$ cat src/rtl/rx_event_pkg.sv
// Shared constants for the receive event detector: status bit positions.
package rx_event_pkg;
    localparam int IRQ_N       = 4;
    localparam int IRQ_RESUME  = 0;
    localparam int IRQ_BREAK   = 1;
    localparam int IRQ_BRK_END = 2;
    localparam int IRQ_TERM    = 3;
endpackage

$ cat src/rtl/char_matcher.sv
// Compares a received character against the programmed resume, stop and
// termination characters. Only the low data_bits bits take part.
// Assumes rx_char is right-aligned and data_bits lies in 5..CHAR_W.
module char_matcher #(
    parameter int CHAR_W = 8,
    localparam int DB_W  = $clog2(CHAR_W + 1)
) (
    input  logic [CHAR_W-1:0] rx_char,
    input  logic              rx_valid,
    input  logic [DB_W-1:0]   data_bits,
    input  logic [CHAR_W-1:0] resume_char,
    input  logic [CHAR_W-1:0] stop_char,
    input  logic [CHAR_W-1:0] term_char,
    input  logic              resume_en,
    input  logic              term_en,
    output logic              resume_hit,
    output logic              stop_hit,
    output logic              term_hit
);
    logic [CHAR_W-1:0] mask;

    // Build the active-bit mask, one bit per character position.
    for (genvar i = 0; i < CHAR_W; i++) begin : g_mask
        assign mask[i] = (DB_W'(i) < data_bits);
    end

    // Qualified comparisons against each programmed character.
    always_comb begin
        resume_hit = rx_valid && resume_en && (((rx_char ^ resume_char) & mask) == '0);
        stop_hit   = rx_valid && resume_en && (((rx_char ^ stop_char) & mask) == '0);
        term_hit   = rx_valid && term_en   && (((rx_char ^ term_char) & mask) == '0);
    end
endmodule

$ cat src/rtl/flow_state.sv
// Holds the transmit flow state. A resume hit sets it and a stop hit clears
// it, both only while in-band flow control is enabled. Resume wins a tie.
module flow_state (
    input  logic clk,
    input  logic rst_n,
    input  logic flow_en,
    input  logic resume_hit,
    input  logic stop_hit,
    output logic flow_on
);
    // Update the flow state from qualified character hits.
    always_ff @(posedge clk) begin
        if (!rst_n)                     flow_on <= 1'b1;
        else if (flow_en && resume_hit) flow_on <= 1'b1;
        else if (flow_en && stop_hit)   flow_on <= 1'b0;
    end

    assert_flow_frozen_R2: assert property (@(posedge clk) disable iff (!rst_n)
        !flow_en |=> $stable(flow_on));
endmodule

$ cat src/rtl/break_tracker.sv
// Counts bit ticks while the line is low and flags a break once the count
// reaches the configured frame length. It then waits for the line to return
// high and flags the end of the break. Assumes rx_line is synchronised.
module break_tracker #(
    parameter int CHAR_W = 8,
    localparam int DB_W  = $clog2(CHAR_W + 1),
    localparam int LEN_W = $clog2(CHAR_W + 4)
) (
    input  logic            clk,
    input  logic            rst_n,
    input  logic            rx_line,
    input  logic            bit_tick,
    input  logic [DB_W-1:0] data_bits,
    input  logic            parity_en,
    input  logic            two_stop,
    output logic            brk_evt,
    output logic            brk_end_evt
);
    typedef logic [LEN_W-1:0] len_t;

    len_t frame_len;
    len_t low_cnt;
    logic brk_active;

    // Frame length in bits: data, optional parity, one or two stop bits.
    always_comb frame_len = len_t'(data_bits) + len_t'(parity_en) + len_t'(1) + len_t'(two_stop);

    // Event decode from the current count, line level and tick.
    always_comb begin
        brk_evt     = !brk_active && !rx_line && bit_tick && (low_cnt + len_t'(1) == frame_len);
        brk_end_evt = brk_active && rx_line;
    end

    // Low-time counter: cleared by a high line, frozen during a break.
    always_ff @(posedge clk) begin
        if (!rst_n || rx_line)                 low_cnt <= '0;
        else if (bit_tick && !brk_active && !brk_evt) low_cnt <= low_cnt + len_t'(1);
    end

    // Break state: armed again only by the break-end event.
    always_ff @(posedge clk) begin
        if (!rst_n)           brk_active <= 1'b0;
        else if (brk_evt)     brk_active <= 1'b1;
        else if (brk_end_evt) brk_active <= 1'b0;
    end

    assert_break_low_R6: assert property (@(posedge clk) disable iff (!rst_n)
        brk_evt |-> $past(!rx_line));
    assert_break_end_edge_R8: assert property (@(posedge clk) disable iff (!rst_n)
        brk_end_evt |-> $past(!rx_line));
endmodule

$ cat src/rtl/irq_sticky.sv
// Sticky status bits: an event sets its bit and a write of 1 to the
// matching acknowledge bit clears it. The event wins a same-cycle tie.
module irq_sticky #(
    parameter int N = 4
) (
    input  logic         clk,
    input  logic         rst_n,
    input  logic [N-1:0] evt,
    input  logic [N-1:0] ack,
    output logic [N-1:0] status
);
    for (genvar i = 0; i < N; i++) begin : g_bit
        // Set or clear one status bit.
        always_ff @(posedge clk) begin
            if (!rst_n)      status[i] <= 1'b0;
            else if (evt[i]) status[i] <= 1'b1;
            else if (ack[i]) status[i] <= 1'b0;
        end

        assert_sticky_hold_R9: assert property (@(posedge clk) disable iff (!rst_n)
            status[i] && !ack[i] |=> status[i]);
    end
endmodule

$ cat src/rtl/rx_event_watch.sv
// Top of the receive event detector. It joins the character compare, the
// flow state, the break tracker and the sticky status bits, and it registers
// the end-of-block marker strobe. All outputs are registered.
module rx_event_watch #(
    parameter int CHAR_W = 8,
    localparam int DB_W  = $clog2(CHAR_W + 1)
) (
    input  logic              clk,
    input  logic              rst_n,
    input  logic [CHAR_W-1:0] rx_char,
    input  logic              rx_valid,
    input  logic              rx_line,
    input  logic              bit_tick,
    input  logic [DB_W-1:0]   cfg_data_bits,
    input  logic              cfg_parity_en,
    input  logic              cfg_two_stop,
    input  logic [CHAR_W-1:0] cfg_resume_char,
    input  logic [CHAR_W-1:0] cfg_stop_char,
    input  logic [CHAR_W-1:0] cfg_term_char,
    input  logic              flow_ctl_en,
    input  logic              cmp_resume_en,
    input  logic              cmp_term_en,
    input  logic [3:0]        irq_ack,
    output logic [3:0]        irq_status,
    output logic              tx_flow_on,
    output logic              eob_push
);
    import rx_event_pkg::*;

    logic resume_hit, stop_hit, term_hit;
    logic brk_evt, brk_end_evt;
    logic [IRQ_N-1:0] evt;

    char_matcher #(.CHAR_W(CHAR_W)) i_match (
        .rx_char(rx_char), .rx_valid(rx_valid), .data_bits(cfg_data_bits),
        .resume_char(cfg_resume_char), .stop_char(cfg_stop_char),
        .term_char(cfg_term_char), .resume_en(cmp_resume_en), .term_en(cmp_term_en),
        .resume_hit(resume_hit), .stop_hit(stop_hit), .term_hit(term_hit)
    );

    flow_state i_flow (
        .clk(clk), .rst_n(rst_n), .flow_en(flow_ctl_en),
        .resume_hit(resume_hit), .stop_hit(stop_hit), .flow_on(tx_flow_on)
    );

    break_tracker #(.CHAR_W(CHAR_W)) i_brk (
        .clk(clk), .rst_n(rst_n), .rx_line(rx_line), .bit_tick(bit_tick),
        .data_bits(cfg_data_bits), .parity_en(cfg_parity_en), .two_stop(cfg_two_stop),
        .brk_evt(brk_evt), .brk_end_evt(brk_end_evt)
    );

    // Gather the event vector in status bit order.
    always_comb begin
        evt              = '0;
        evt[IRQ_RESUME]  = resume_hit;
        evt[IRQ_BREAK]   = brk_evt;
        evt[IRQ_BRK_END] = brk_end_evt;
        evt[IRQ_TERM]    = term_hit;
    end

    irq_sticky #(.N(IRQ_N)) i_irq (
        .clk(clk), .rst_n(rst_n), .evt(evt), .ack(irq_ack), .status(irq_status)
    );

    // One-cycle end-of-block marker after a termination match.
    always_ff @(posedge clk) begin
        if (!rst_n) eob_push <= 1'b0;
        else        eob_push <= term_hit;
    end

    assert_eob_flag_R3: assert property (@(posedge clk) disable iff (!rst_n)
        eob_push |-> irq_status[IRQ_TERM]);
endmodule

$ cat config.mk
export PLATFORM = sky130hd
export DESIGN_NAME = rx_event_watch
export DESIGN_NICKNAME = d
export VERILOG_FILES = /design/src/rtl/rx_event_pkg.sv /design/src/rtl/char_matcher.sv /design/src/rtl/flow_state.sv /design/src/rtl/break_tracker.sv /design/src/rtl/irq_sticky.sv /design/src/rtl/rx_event_watch.sv
export SDC_FILE = /design/constraint.sdc
export NUM_CORES = 1
export LEC_CHECK = 0
export BUFFER_PORTS_ARGS = -buffer_cell sky130_fd_sc_hd__buf_4
export CORE_MARGIN = 4
export CORE_UTILIZATION = 41
export DETAILED_ROUTE_END_ITERATION = 12
export MAX_ROUTING_LAYER = met4
export PLACE_DENSITY = 0.76
export SLEW_MARGIN = 25
export SYNTH_ARGS = -nofsm -noshare
export SYNTH_HDL_FRONTEND = slang
export SYNTH_HIERARCHICAL = 1
export SYNTH_SLANG_ARGS = --single-unit
export TNS_END_PERCENT = 1
$ cat constraint.sdc
create_clock -name clk -period 2.7 [get_ports clk]
set_clock_uncertainty 0.15 [all_clocks]
set_input_delay 0.675 -clock clk [delete_from_list [all_inputs] [get_ports clk]]
set_output_delay 0.675 -clock clk [all_outputs]
set_load 0.05 [all_outputs]
; Word-level counts from Yosys, hierarchy flattened
; Cells that the tools add are included.
[op_classes]
n_addsub = 4
n_mul = 0
div = 0
order_cmp = 8
n_eq_ne = 1
shifts = 0
mux = 10
bitwise_logic = 7
n_reduce_logical = 27
[op_table]
columns = cell, n
row1 = $and A8 B8 Y8, 3
row2 = $logic_not A8 Y1, 3
row3 = $xor A8 B8 Y8, 3
row4 = $lt A3 B4 Y1 const A, 4
row5 = $logic_and A1 B1 Y1, 13
row6 = $mux W1, 10
row7 = $reduce_bool A2 Y1, 5
row8 = $add A4 B1 Y4, 2
row9 = $add A4 B1 Y4 const B, 2
row10 = $lt A1 B4 Y1 const A, 2
row11 = $lt A2 B4 Y1 const A, 2
row12 = $eq A4 B4 Y1, 1
row13 = $logic_not A1 Y1, 4
row14 = $reduce_or A2 Y1, 1
row15 = $logic_or A1 B1 Y1, 1
row16 = $not A1 Y1, 1
[totals]
ff_bits = 11
latch_bits = 0
ramBits = 0
romBits = 0
input_bits = 50
output_inout_bits = 6
wordCells = 65
memories = 0

; Depth between registers and ports, before layout
; Gate-level depths: netlist (run 1).
[logic_depth]
word_depth = 7
depth_mapped = 11
mapped_depth_nobuf = 11

; By module
; The synthesis (run 1) kept the hierarchy.
[modules_own_cells]
columns = mod, n_inst, cells_each, area_each_um2, seq_area_each_um2
row1 = break_tracker, 1, 50, 456.7, 100.1
row2 = char_matcher, 1, 61, 450.4, 0.0
row3 = irq_sticky, 1, 12, 165.2, 80.1
row4 = flow_state, 1, 4, 37.5, 20.0
row5 = rx_event_watch, 1, 2, 26.3, 20.0

; Worst setup path after synthesis (run 1)
; OpenSTA, ideal clock, no wires.
[synth_timing]
kind = input-to-reg
start = input cfg_data_bits[0]
end = register i_brk.low_cnt[2]
setup_time_ns = 0.072
arrival_ns = 2.479
t_required_ns = 2.478
setup_slack_ns = 0.000
stages = 11
path_buffers = 0
path_cell_list = inv_1 > ha_1 > inv_1 > ha_1 > inv_1 > fa_1 > xor2_1 > xnor2_1 > nand4_2 > o211ai_1 > mux2i_1
[synth_between]
elab_chain_cells = 7
[synth_lines]
columns = element, line_no
row1 = "start, declared", rx_event_watch.sv:14  ; input logic [DB_W-1:0] cfg_data_bits,
row2 = $add A4 B1 Y4 (3 in a row), break_tracker.sv:26  ; always_comb frame_len = len_t'(data_bits) + len_t'(parity_en) + len_t'(1) + len_t'(two_stop);
row3 = $eq A4 B4 Y1, break_tracker.sv:30  ; brk_evt = !brk_active && !rx_line && bit_tick && (low_cnt + len_t'(1) == frame_len);
row4 = $logic_and A1 B1 Y1, break_tracker.sv:30
row5 = $logic_not A1 Y1, break_tracker.sv:37  ; else if (bit_tick && !brk_active && !brk_evt) low_cnt <= low_cnt + len_t'(1);
row6 = $logic_and A1 B1 Y1, break_tracker.sv:37
row7 = "end signal, assigned", break_tracker.sv:37
row8 = "end, declared", break_tracker.sv:22  ; len_t low_cnt;
; Every way passes these cells.
; A chain may end at the register's enable or synchronous reset.

; Final worst setup path (run 1)
[layout_timing]
start = input cfg_two_stop
end = register i_brk.low_cnt[2]
[layout_between]
elab_chain_cells = 5
[layout_lines]
columns = element, line_no
row1 = "start, declared", rx_event_watch.sv:16  ; input logic cfg_two_stop,
row2 = $add A4 B1 Y4, break_tracker.sv:26
row3 = $eq A4 B4 Y1, break_tracker.sv:30
row4 = $logic_and A1 B1 Y1, break_tracker.sv:30
row5 = $logic_not A1 Y1, break_tracker.sv:37
row6 = $logic_and A1 B1 Y1, break_tracker.sv:37
; Every way passes these cells.

==> impl_metrics.tcl, run 1 <==
set metrics [dict create \
    outcome "complete, no violations" \
    post-place-cells 212 \
    p_per_area_mw_per_mm2 292 \
    post-route-period-util_pct 96.9 \
    yosysTopAreaCell "dfxtp_1" \
    yosysTopAreaCellShare_pct 19.4 \
    antennaDiodeCount 0 \
    worst-setup-path-type "input pin to register" \
    gp_congestion 0.816 \
    dr_total_vias 1111 \
    area_growth_pct 45.8 \
    p_clk_share_pct 22.0 \
    grt.total_usage_pct 16.1 \
    slew_headroom_pct 67.3 \
    hold_buffers 0 \
    whs_ns 0.338 \
    grt_pass1_wl_mm 4.49 \
    ios 56 \
    dpl_cell_area_mm2 0.00157 \
    ant_nets 0 \
    fin_crit_ns 2.62 \
    p_leak_nw 0.719 \
    rsz0062_at_grt "false" \
    start_kind "input pin" \
    async_reset_ff_share_pct 0 \
    hold_violations 0 \
    p_int_uw 340 \
    antenna_found_initial 0 \
    drt_iter0_drc 36 \
    synth_edf_count 0 \
    crit_chain "buf_6 > inv_4 > ha_4 > inv_2 > ha_4 > inv_2 > fa_2 > xnor2_2 > nor2_1 > nand4_2 > o211ai_1 > mux2i_1" \
    clk_pin_slew_worst_paths_ns 0.06 \
    clk_path_buf_depth 2 \
    core_mm2 0.00257 \
    wl_mm 2.72 \
    pwr-share-comb_pct 43.5 \
    num_rows 18 \
    ys_seq_area_share_pct 19.4 \
    fin_cells 217 \
    synth_area_leaders "dfxtp_1 (19%), xnor2_1 (15%), xor2_1 (7.7%)" \
    synth.distinct_cells 38 \
    die_y_um 60.6 \
    cp_top_family "adder cells" \
    grt_start_max_net_pins 15 \
    ys_ff_latch 11 \
    numCtsBuffers 3 \
    synthFlopType "dfxtp_1" \
    cts_sinks 11 \
    dieArea_mm2 0.00368 \
    nets 243 \
    finalWorstSetupSlack_ns 0.0839 \
    viasPerCell 5.12 \
    pre_cts_ws_ns -0.262 \
    vdd_ir_drop_max_mv 0.326 \
    drv_cap 0 \
    p_sw_share_pct 29.7 \
    setup_viol 0 \
    p_seq_share_pct 34.5 \
    synthAdderAreaFrac_pct 6.17 \
    clock_latency_ns 0.26 \
    drive_above_1_share_pct 43.9 \
    utilization_pct 64.5 \
    avgSynthCellArea_um2 8.81 \
    drtPass1Iterations 4 \
    synthCells 129 \
    dpl.hpwl_mm 2.36 \
    synth.most_common_cell "xnor2_1" \
    synth_nets 184 \
    synthMuxAreaShare_pct 3.52 \
    cp_max_fo 4 \
    finalSetupTns_ns 0 \
    path_buf_inv 4 \
    final_max_slew_viol_count 0 \
    overflow 0 \
    cts_tree "yes" \
    end_kind "register" \
    tightest_slew_ns 0.490 \
    power_uw 483 \
    p_sw_uw 143 \
    synth_xor_area_share_pct 26.0 \
    die_w_um 60.6 \
    wl_per_cell_um 12.5 \
    drc 0 \
    initial_utilization_pct 44.2 \
    required_ns 2.74 \
    numPortBuffers 55 \
    arrival_ns 2.66 \
    ys_warn_count 6 \
    syn_area_mm2 0.00114 \
    design_area_mm2 0.00166 \
    hp-class "register to register" \
    synth_top_family_by_area "XOR/XNOR gates" \
    cts_root_buf "clkbuf_4" \
    critical_path.slowest_cell "fa_2" \
    cpPeakStageDelay_ns 0.58 \
    synth_compound_area_share_pct 18.4 \
    synth-simple-area-share_pct 21.9 \
    grt_pass1_vias 1177 \
    synth.cells.most_frequent "xnor2_1 (20), dfxtp_1 (11), nand2_1 (10), xor2_1 (10)" \
    fmax_ghz 0.382 \
    htreeDepth 1 \
]
flip-flops by register name (all words and copies together), names as in the netlist:
signal            cells
i_brk/low_cnt         4
i_brk/brk_active      1
i_flow/flow_on        1
eob_push              1
i_irq/status          4
power groups by stage:
stage	clock network, mW	logic (mW)	registers, mW
after floorplan	0	0.104	0.173
after global placement	0	0.188	0.170
after detailed placement	0	0.194	0.170
after CTS	0.113	0.195	0.167
after global routing	0.125	0.231	0.167
final	0.106	0.210	0.167
worst reg2reg max path: cells and delay by family, from the launching register on:
kind	cells	cell delay, ns
multiplexers	1	0.22
adder cells (fa/ha/maj)	1	0.35
AO/OA/AOI/OAI	1	0.26
AND/OR/NAND/NOR	2	0.28
XOR/XNOR	1	0.14
flip-flops	1	0.35
layer usage:
layer,track usage (%),routed length (µm),up-vias
li1,-,-,565
met2,30.7,1540,40
met4,3.10,9,0
met5,-,0,-
met1,16.0,976,504
met3,4.89,189,2
timing repair:
item                       CTS  global route
buffers inserted             0             1
setup endpoints to repair    0             4
resized for setup            0            14
layout make-up:
class	count	area, µm²
flip-flops and latches	11	220
inverters	7	31.3
multi-input cells	108	906
well taps	30	37.5
repair buffers	57	435
fillers	220	911
clock buffers	4	26.3
cells in the final DEF (no fill, tap or decap), types with 4 or more instances in the layout:
master   synthesis  layout
buf_4            0      55
dfxtp_1         11      11
mux2i_1          4       4
nand2_1         10      10
nor2_1           7       7
nor2b_4          4       4
nor3_1           6       6
o21a_1           7       7
xnor2_1         20      19
xor2_1          10       9
kinds of logic after synthesis:
family | count (synthesis)
flip-flops | 11
buffers and inverters | 10
XOR/XNOR | 32
AND/OR/NAND/NOR | 40
adder cells (fa/ha/maj) | 5
multiplexers | 4
AO/OA/AOI/OAI | 27
worst paths after layout:
check | start | end | slack (ns) | depth (start not counted)
worst min-delay path | i_brk/low_cnt[1]$_SDFFE_PP0P_ | i_brk/low_cnt[1]$_SDFFE_PP0P_ | 0.34 | 2
worst max register to register | i_brk/low_cnt[0]$_SDFFE_PP0P_ | i_brk/low_cnt[2]$_SDFFE_PP0P_ | 0.87 | 6
worst min register to register | i_brk/low_cnt[1]$_SDFFE_PP0P_ | i_brk/low_cnt[1]$_SDFFE_PP0P_ | 0.34 | 2
worst max-delay path | cfg_two_stop | i_brk/low_cnt[2]$_SDFFE_PP0P_ | 0.08 | 12
No activity file was read; power rests on OpenSTA's default activity.
==> run 2, diff against run 1 <==
--- a/config.mk
+++ b/config.mk
@@ -6,7 +6,7 @@
 export NUM_CORES = 1
 export LEC_CHECK = 0
 export BUFFER_PORTS_ARGS = -buffer_cell sky130_fd_sc_hd__buf_4
-export CORE_MARGIN = 4
+export CORE_MARGIN = 5
 export CORE_UTILIZATION = 41
 export DETAILED_ROUTE_END_ITERATION = 12
 export MAX_ROUTING_LAYER = met4
==> constraint.sdc (replaced) <==
create_clock -name clk -period 2.7 [get_ports clk]
set_clock_uncertainty 0.15 [all_clocks]
set_input_delay 0.27 -clock clk [delete_from_list [all_inputs] [get_ports clk]]
set_output_delay 0.27 -clock clk [all_outputs]
set_load 0.05 [all_outputs]
==> run 2 against run 1 <==
Net effect:
- register-to-register slack improved by 0.02 ns
- global-route usage decreased by 2.2 points
- clock-buffer cell count shrank 1
- critical endpoint is now i_brk/low_cnt[3]$_SDFFE_PP0P_
- highest routed layer unchanged
==> impl_metrics.tcl, run 2 (synthesis results as in run 1) <==
set metrics [dict create \
    r2r_cells 6 \
    post-route-period-util_pct 84.3 \
    finalSetupTns_ns 0 \
    vdd_ir_drop_max_mv 0.392 \
    grt.total_usage_pct 13.9 \
    crit_top_cell "inv_1" \
    arrival_ns 2.33 \
    slew_headroom_pct 66.9 \
    p_per_area_mw_per_mm2 294 \
    drive_above_1_share_pct 38.9 \
    dieArea_mm2 0.00392 \
    numCtsBuffers 3 \
    die_w_um 62.6 \
    topRoutingLayerUsed "met4" \
    grt_start_max_net_pins 15 \
    end_kind "register" \
    grt_pass1_vias 1102 \
    fmax_ghz 0.439 \
    fillCellCount 252 \
    ctsResizeCount 0 \
    ant_nets 0 \
    wl_per_cell_um 11.9 \
    hold_buffers 0 \
    num_rows 19 \
    met2_length_mm 1.27 \
    utilization_pct 58.6 \
    critical_path.slowest_cell "fa_1" \
    hold_end "i_flow/flow_on$_SDFFE_PP1P_" \
    tightest_slew_ns 0.496 \
    cpPeakStageDelay_ns 0.37 \
    mostFrequentLayoutCells "buf_4 (55), xnor2_1 (20), dfxtp_1 (11)" \
    reg2reg_slack_ns 0.89 \
    dpl_cell_area_mm2 0.00156 \
    gp_congestion 0.861 \
    hp-class "input pin to register" \
    grt_pass1_wl_mm 4.40 \
    viasPerCell 5.10 \
    final_max_slew_viol_count 0 \
    top_regs "i_brk/low_cnt (4), i_irq/status (4)" \
    whs_path_depth 2 \
    ios 56 \
    required_ns 2.75 \
    crit_chain "buf_4 > inv_1 > ha_1 > inv_1 > ha_1 > inv_1 > fa_1 > xor2_1 > xnor2_1 > nand4_2 > o211ai_1 > mux2i_1" \
    p_leak_nw 0.707 \
    initial_utilization_pct 41.9 \
    nets 241 \
    numPortBuffers 55 \
    clk_path_buf_depth 2 \
    fin_crit_ns 2.28 \
    design_area_mm2 0.00159 \
    path_buf_inv 4 \
    wl_met3_um 193 \
    layout_commonest_cell "buf_4" \
    drv_cap 0 \
    timing.rr.end "i_brk/low_cnt[3]$_SDFFE_PP0P_" \
    wl_mm 2.58 \
    cp_max_fo 6 \
    die_y_um 62.6 \
    htreeDepth 1 \
    cts_root_buf "clkbuf_4" \
    drc 0 \
    setup_viol 0 \
    drt_iter0_drc 26 \
    antenna_found_initial 0 \
    cts_sinks 11 \
    r2r-start "i_brk/low_cnt[0]$_SDFFE_PP0P_" \
    rsz0062_at_grt "false" \
    dr_total_vias 1101 \
    hold_violations 0 \
    core_mm2 0.00271 \
    dpl.hpwl_mm 2.30 \
    start_kind "input pin" \
    postCtsSetupBuffers 0 \
    clk_pin_slew_worst_paths_ns 0.07 \
    worst-setup-path-type "input pin to register" \
    overflow 0 \
    antennaDiodeCount 0 \
    cp_top_family "adder cells" \
    area_growth_pct 39.9 \
    min-delay-start "flow_ctl_en" \
    outcome "complete, no violations" \
    cts_tree "yes" \
    drt-met1-wl_mm 1.07 \
    drtPass1Iterations 4 \
    clock_latency_ns 0.27 \
]
[run 2: changes by cell type in the layout (fill, tap and decap cells not counted), moves of 2 or more]
cell   previous run  this run
ha_4              2         0
inv_2             2         0
inv_1             3         7
inv_4             2         0
buf_6             2         0
ha_1              2         4
[run 2: power by group]
group          internal, mW  switching [mW]  leakage [nW]
combinational         0.106          0.0841         0.601
sequential            0.164         0.00207        0.0888
clock                0.0548          0.0560        0.0177
total                 0.325           0.142         0.707
[run 2: stage by stage]
step / hold WS (ns) / total power [mW] / worst slack, ns / cells
floorplan: 0.237 / 0.277 / 0.405 / 129
global placement: 0.319 / 0.358 / 0.220 / 212
detailed placement: 0.336 / 0.362 / 0.128 / 212
CTS: 0.0740 / 0.475 / 0.419 / 216
global route: 0.0695 / 0.503 / 0.328 / 216
finish: 0.0837 / 0.467 / 0.423 / 216
[run 2: worst max-delay path by stage]
stage,startpoint,end,slack (ns),depth (start not counted)
floorplan,cfg_data_bits[0],i_brk/low_cnt[2]$_SDFFE_PP0P_,0.40,11
global placement,cfg_data_bits[0],i_brk/low_cnt[3]$_SDFFE_PP0P_,0.22,12
global route,cfg_data_bits[0],i_brk/low_cnt[3]$_SDFFE_PP0P_,0.33,12
CTS,cfg_data_bits[0],i_brk/low_cnt[3]$_SDFFE_PP0P_,0.42,12
detailed placement,cfg_data_bits[0],i_brk/low_cnt[3]$_SDFFE_PP0P_,0.13,12
finish,cfg_data_bits[0],i_brk/low_cnt[3]$_SDFFE_PP0P_,0.42,12
[run 2: layer usage]
| metal | up-vias | track usage, % |
|---|---|---|
| met5 | - | - |
| met4 | 0 | 4.51 |
| met3 | 4 | 3.60 |
| met2 | 43 | 23.2 |
| met1 | 495 | 16.1 |
| li1 | 559 | - |
[run 2: layout make-up]
cell class / instances / area (µm²) / share of cell area (%)
clock inverters: 1 / 5.00 / 0.315
flip-flops and latches: 11 / 220 / 13.9
clock buffers: 3 / 22.5 / 1.42
repair buffers: 55 / 413 / 26.0
inverters: 7 / 26.3 / 1.65
well taps: 31 / 38.8 / 2.44
multi-input cells: 108 / 863 / 54.3
